--- src/rtl/multi_bank_intc.sv ---
module multi_bank_intc #(
  parameter int NB = 5,
  parameter int BW = 32,
  localparam int IW = $clog2(BW),
  localparam int STRIDE = 24,
  localparam int AW = $clog2(NB * STRIDE)
) (
  input  logic             clk,
  input  logic             rst_n,
  input  logic [NB*BW-1:0] src_i,
  input  logic [AW-1:0]    reg_addr,
  input  logic             reg_we,
  input  logic [BW-1:0]    reg_wdata,
  output logic [BW-1:0]    reg_rdata,
  output logic [NB-1:0]    cpu_irq,
  output logic [NB*IW-1:0] first_idx,
  output logic [NB-1:0]    first_vld
);
  localparam int OFF_STAT = 0;
  localparam int OFF_EN   = 4;
  localparam int OFF_SET  = 8;
  localparam int OFF_CLR  = 12;
  localparam int OFF_POL  = 16;
  localparam int OFF_EDGE = 20;

  logic [NB*BW-1:0] sync1, sync2, sync3;
  logic [NB*BW-1:0] stat_v, en_v, pol_v, edg_v;
  logic [BW-1:0]    rd_n;

  always_ff @(posedge clk or negedge rst_n) begin
    if (!rst_n) begin
      sync1 <= '0;
      sync2 <= '0;
      sync3 <= '0;
    end else begin
      sync1 <= src_i;
      sync2 <= sync1;
      sync3 <= sync2;
    end
  end

  for (genvar b = 0; b < NB; b++) begin : g_bank
    localparam int BASE = b * STRIDE;
    logic [BW-1:0] stat_r, en_r, pol_r, edg_r;
    logic [BW-1:0] set_w, clr_w, cor, cor_d, det, pend;
    logic          wr_en, wr_pol, wr_edg;

    assign wr_en  = reg_we && (reg_addr == AW'(BASE + OFF_EN));
    assign wr_pol = reg_we && (reg_addr == AW'(BASE + OFF_POL));
    assign wr_edg = reg_we && (reg_addr == AW'(BASE + OFF_EDGE));
    assign set_w  = (reg_we && (reg_addr == AW'(BASE + OFF_SET))) ? reg_wdata : '0;
    assign clr_w  = (reg_we && (reg_addr == AW'(BASE + OFF_CLR))) ? reg_wdata : '0;

    assign cor   = sync2[b*BW +: BW] ^ ~pol_r;
    assign cor_d = sync3[b*BW +: BW] ^ ~pol_r;
    assign det   = edg_r & cor & ~cor_d;

    always_ff @(posedge clk or negedge rst_n) begin
      if (!rst_n) begin
        stat_r <= '0;
        en_r   <= '0;
        pol_r  <= '0;
        edg_r  <= '0;
      end else begin
        stat_r <= (edg_r & (det | (stat_r & ~clr_w))) | (~edg_r & cor) | set_w;
        if (wr_en)  en_r  <= reg_wdata;
        if (wr_pol) pol_r <= reg_wdata;
        if (wr_edg) edg_r <= reg_wdata;
      end
    end

    assign pend       = stat_r & en_r;
    assign cpu_irq[b] = |pend;

    always_comb begin
      first_idx[b*IW +: IW] = '0;
      first_vld[b]          = 1'b0;
      for (int i = BW - 1; i >= 0; i--) begin
        if (pend[i]) begin
          first_idx[b*IW +: IW] = IW'(i);
          first_vld[b]          = 1'b1;
        end
      end
    end

    assign stat_v[b*BW +: BW] = stat_r;
    assign en_v[b*BW +: BW]   = en_r;
    assign pol_v[b*BW +: BW]  = pol_r;
    assign edg_v[b*BW +: BW]  = edg_r;
  end

  always_comb begin
    rd_n = '0;
    for (int b = 0; b < NB; b++) begin
      if (reg_addr == AW'(b * STRIDE + OFF_STAT)) rd_n = stat_v[b*BW +: BW];
      if (reg_addr == AW'(b * STRIDE + OFF_EN))   rd_n = en_v[b*BW +: BW];
      if (reg_addr == AW'(b * STRIDE + OFF_POL))  rd_n = pol_v[b*BW +: BW];
      if (reg_addr == AW'(b * STRIDE + OFF_EDGE)) rd_n = edg_v[b*BW +: BW];
    end
  end

  always_ff @(posedge clk or negedge rst_n) begin
    if (!rst_n) reg_rdata <= '0;
    else        reg_rdata <= rd_n;
  end
endmodule

--- config.mk ---
export PLATFORM = sky130hd
export DESIGN_NAME = multi_bank_intc
export DESIGN_NICKNAME = d
export VERILOG_FILES = /design/src/rtl/multi_bank_intc.sv
export SDC_FILE = /design/constraint.sdc
export NUM_CORES = 2
export LEC_CHECK = 0
export CAP_MARGIN = 40
export CORE_ASPECT_RATIO = 1.75
export CORE_MARGIN = 2
export CORE_UTILIZATION = 55
export CTS_CLUSTER_DIAMETER = 50
export DETAILED_ROUTE_END_ITERATION = 12
export PLACE_DENSITY_LB_ADDON = 0.08
export SETUP_SLACK_MARGIN = 0.3
export SYNTH_ARGS = -nofsm -noshare
export SYNTH_HDL_FRONTEND = slang
export SYNTH_SLANG_ARGS = --single-unit
export TNS_END_PERCENT = 10
--- constraint.sdc ---
create_clock -name clk -period 5 [get_ports clk]
set_input_delay 1.25 -clock clk [delete_from_list [all_inputs] [get_ports clk]]
set_output_delay 1.25 -clock clk [all_outputs]
set_load 0.01 [all_outputs]
==> flow_summary_export.csv <==
group,metric,value,unit
layout,fin_nets,5005,
sta,final_max_slew_viol_count,0,
yosys,syn_avg_cell_area,11.2,um^2
setup_path,r2r-end,"reg_rdata[6]",
setup_path,crit_path_end,"first_idx[12]",
floorplanning,io_pins,269,
sta,worst_pin_slew,1360,ps
drt,wl,188000,um
place,dpl_cell_area,55600,um^2
layout,nFillCells,7167,
floorplanning,rows,147,
drt,via_per_inst,6.66,
sta,post-route-min-period,4690,ps
setup_path,endpoint_kind,"output pin",
drt,final_antenna_net_count,0,
clock_network,clock_sinks,1152,
setup_path,r2r-start,"g_bank[1].stat_r[6]",
setup_path,critPathLaunch,"g_bank[2].en_r[24]",
yosys,synthFlopType,"dfrtp_1",
grt,grt_max_degree,135,
yosys,synthCells,4496,
layout,finalCoreUtilization,0.654,
clock_network,post-cts-setup-buffers,0,
power,power.density,390,nW/um^2
drt,first_pass_iters,6,
setup_path,regToRegSetupSlack,2660,ps
yosys,ys_seq_area_frac,0.571,
floorplanning,chipHeight,405,um
hold_path,hold_path_class,"register to register",
place,dp_hpwl,134000,um
sta,whs,336,ps
setup_path,crit_path_max_fanout,5,
clock_network,cts_root_buf,"clkbuf_16",
yosys,synth_async_sr_flop_share,1.00,
yosys,synthesis.area,50500,um^2
sta,timing.setup.tns,0,ps
floorplanning,die_w,233,um
grt,grt_usage,0.404,
power,p_leak,26.8,nW
sta,timing.slew.headroom,0.0918,
setup_path,cp_slowest_cell,"clkdlybuf4s50_1",
power,ir_drop,0.380,mV
clock_network,cts_buffers,106,
clock_network,h-tree-depth,3,
sta,hold_viol,0,
setup_path,worstSetupStartpointType,"register",
clock_network,clk_latency,730,ps
grt,antenna_found_initial,4,
clock_network,clk_pin_slew_worst_paths,70,ps
grt,grt_pass1_vias,41000,
sta,clock.fmax,213,MHz
setup_path,critical_path_depth,7,
flow_run,cap_violations,0,
place,port_buffers,268,
setup_path,cp.required,3750,ps
layout,drive_gt1_frac,0.200,
setup_path,slowest_delay,600,ps
layout,fin_area,59800,um^2
place,routabilityCongestion,1.03,
yosys,synth_edf_count,0,
setup_path,cp.arrival,3440,ps
sta,rsz0062_at_grt,"yes",
yosys,synth.net_count,4698,
setup_path,crit_chain,"a22o_1 -> a211oi_2 -> nand2_2 -> a21oi_1 -> o31ai_1 -> a21oi_2 -> clkdlybuf4s50_1",
setup_path,cp_top_family,"compound AO/OA/AOI/OAI gates",
clock_network,cts_tree,"yes",
drt,drtIter0Drc,4102,
place,pre_cts_slack,465,ps
yosys,synth_cell_types,81,
drt,vias,40600,
sta,layout_setup_ws,314,ps
floorplanning,die-area,94400,um^2
floorplanning,initial_core_util,0.553,
grt,overflow,0,
run_status,status,"complete, no violations",
grt,grt_pass1_wl,275000,um
setup_path,worstRegToRegCells,5,
sta,fin_crit_sh,0.937,
clock_network,ctsHoldBuffers,0,
sta,setup_viol,0,
yosys,ys_warn_count,0,
drt,wire_per_inst,30.9,um
clock_network,clockBufferDepth,3,
floorplanning,design.core.area,91400,um^2
layout,synthToLayoutAreaGrowth,18.3,%
sta,skew,19.8,ps
setup_path,path_class,"register to output pin",
setup_path,crit_buf_inv,1,
drt,drc_errors,0,
yosys,ys_seq_elements,1152,
==> placed cells by master (no fill, tap or decap), drive strengths merged, types with 130 or more instances in the layout <==
cell type and instances:
clkdlybuf4s50 263, buf 230, nand3 146, nor2 133, mux2 507, nor3 184
dfrtp 1152, a21oi 371, nand2 620, clkbuf 130, nor2b 180
==> layer usage <==
layer	part of all wire	track usage
met1	0.36	0.485
met2	0.47	0.640
met3	0.075	0.0693
met4	0.095	0.320
met5	0.000080	0
==> state kept, by name (all words and copies together) (netlist names) <==
register,flops
g_bank.edg_r,160
g_bank.en_r,160
g_bank.pol_r,160
g_bank.stat_r,160
sync1,160
sync2,160
sync3,160
reg_rdata,32
==> cells in the mapped netlist, types with 9 or more instances <==
cell type / n / area, um^2
a2111o_1: 125 / 1410
a211oi_1: 29 / 218
a21oi_1: 371 / 1860
a221oi_1: 19 / 166
a222oi_1: 32 / 320
a22o_1: 13 / 114
a22oi_1: 97 / 728
a31oi_1: 52 / 325
a32o_1: 9 / 90.1
and3_1: 21 / 131
buf_1: 9 / 33.8
buf_2: 119 / 596
buf_4: 11 / 82.6
clkbuf_1: 155 / 582
dfrtp_1: 1152 / 28800
inv_1: 19 / 71.3
mux2_2: 506 / 5700
mux2i_1: 65 / 651
nand2_1: 619 / 2320
nand2b_1: 9 / 56.3
nand3_1: 146 / 731
nand4_1: 19 / 119
nor2_1: 124 / 465
nor2b_1: 180 / 1130
nor3_1: 183 / 916
nor4_1: 18 / 113
o211ai_1: 13 / 97.6
o21ai_0: 101 / 505
o21ai_1: 11 / 55.1
o221ai_1: 9 / 78.8
o22ai_1: 101 / 632
o31ai_1: 9 / 67.6
==> logic make-up (layout without fill, tap and decap cells) <==
group / Yosys count / after routing / synth area share
mux: 574 / 574 / 0.127
buf+inv: 313 / 713 / 0.0270
simple gates: 1375 / 1375 / 0.128
compound gates: 1082 / 1082 / 0.148
flops: 1152 / 1152 / 0.571
other cells: 0 / 2 / 0
==> worst min path at each step <==
| stage | start | to | depth (start not counted) |
|---|---|---|---|
| finish | sync1[7] | sync2[7] | 0 |
| global route | sync1[26] | sync2[26] | 0 |
| CTS | sync1[7] | sync2[7] | 0 |
| detailed placement | sync1[10] | sync2[10] | 0 |
| global placement | sync1[147] | sync2[147] | 0 |
| floorplan | sync1[0] | sync2[0] | 0 |
==> power breakdown <==
part	switching (mW)	internal, mW
clock network	3.91	5.55
logic	1.59	1.33
registers	0.892	10.0
total	6.39	16.9
==> area by class of cell <==
cell class | count | area, um^2 | area share
repair buffers | 493 | 4840 | 0.0810
diodes | 2 | 5.00 | 0.0000837
clock inverters | 71 | 1160 | 0.0195
multi-input cells | 3031 | 20400 | 0.342
clock buffers | 130 | 2950 | 0.0493
well taps | 1192 | 1490 | 0.0250
flip-flops and latches | 1152 | 28800 | 0.482
inverters | 19 | 71.3 | 0.00119
==> metrics by stage <==
stage                     std cells  total power, mW
after floorplan                4496             12.2
after global placement         5863             13.8
after detailed placement       5886             13.9
after CTS                      6087             23.3
after global routing           6090             24.0
final                          6090             23.3
==> timing repair <==
action | CTS | global route
pin swaps | 0 | 0
gates resized for setup | 1 | 5
endpoints found under the setup margin | 7 | 12
Power figures use the tool's default switching activity.
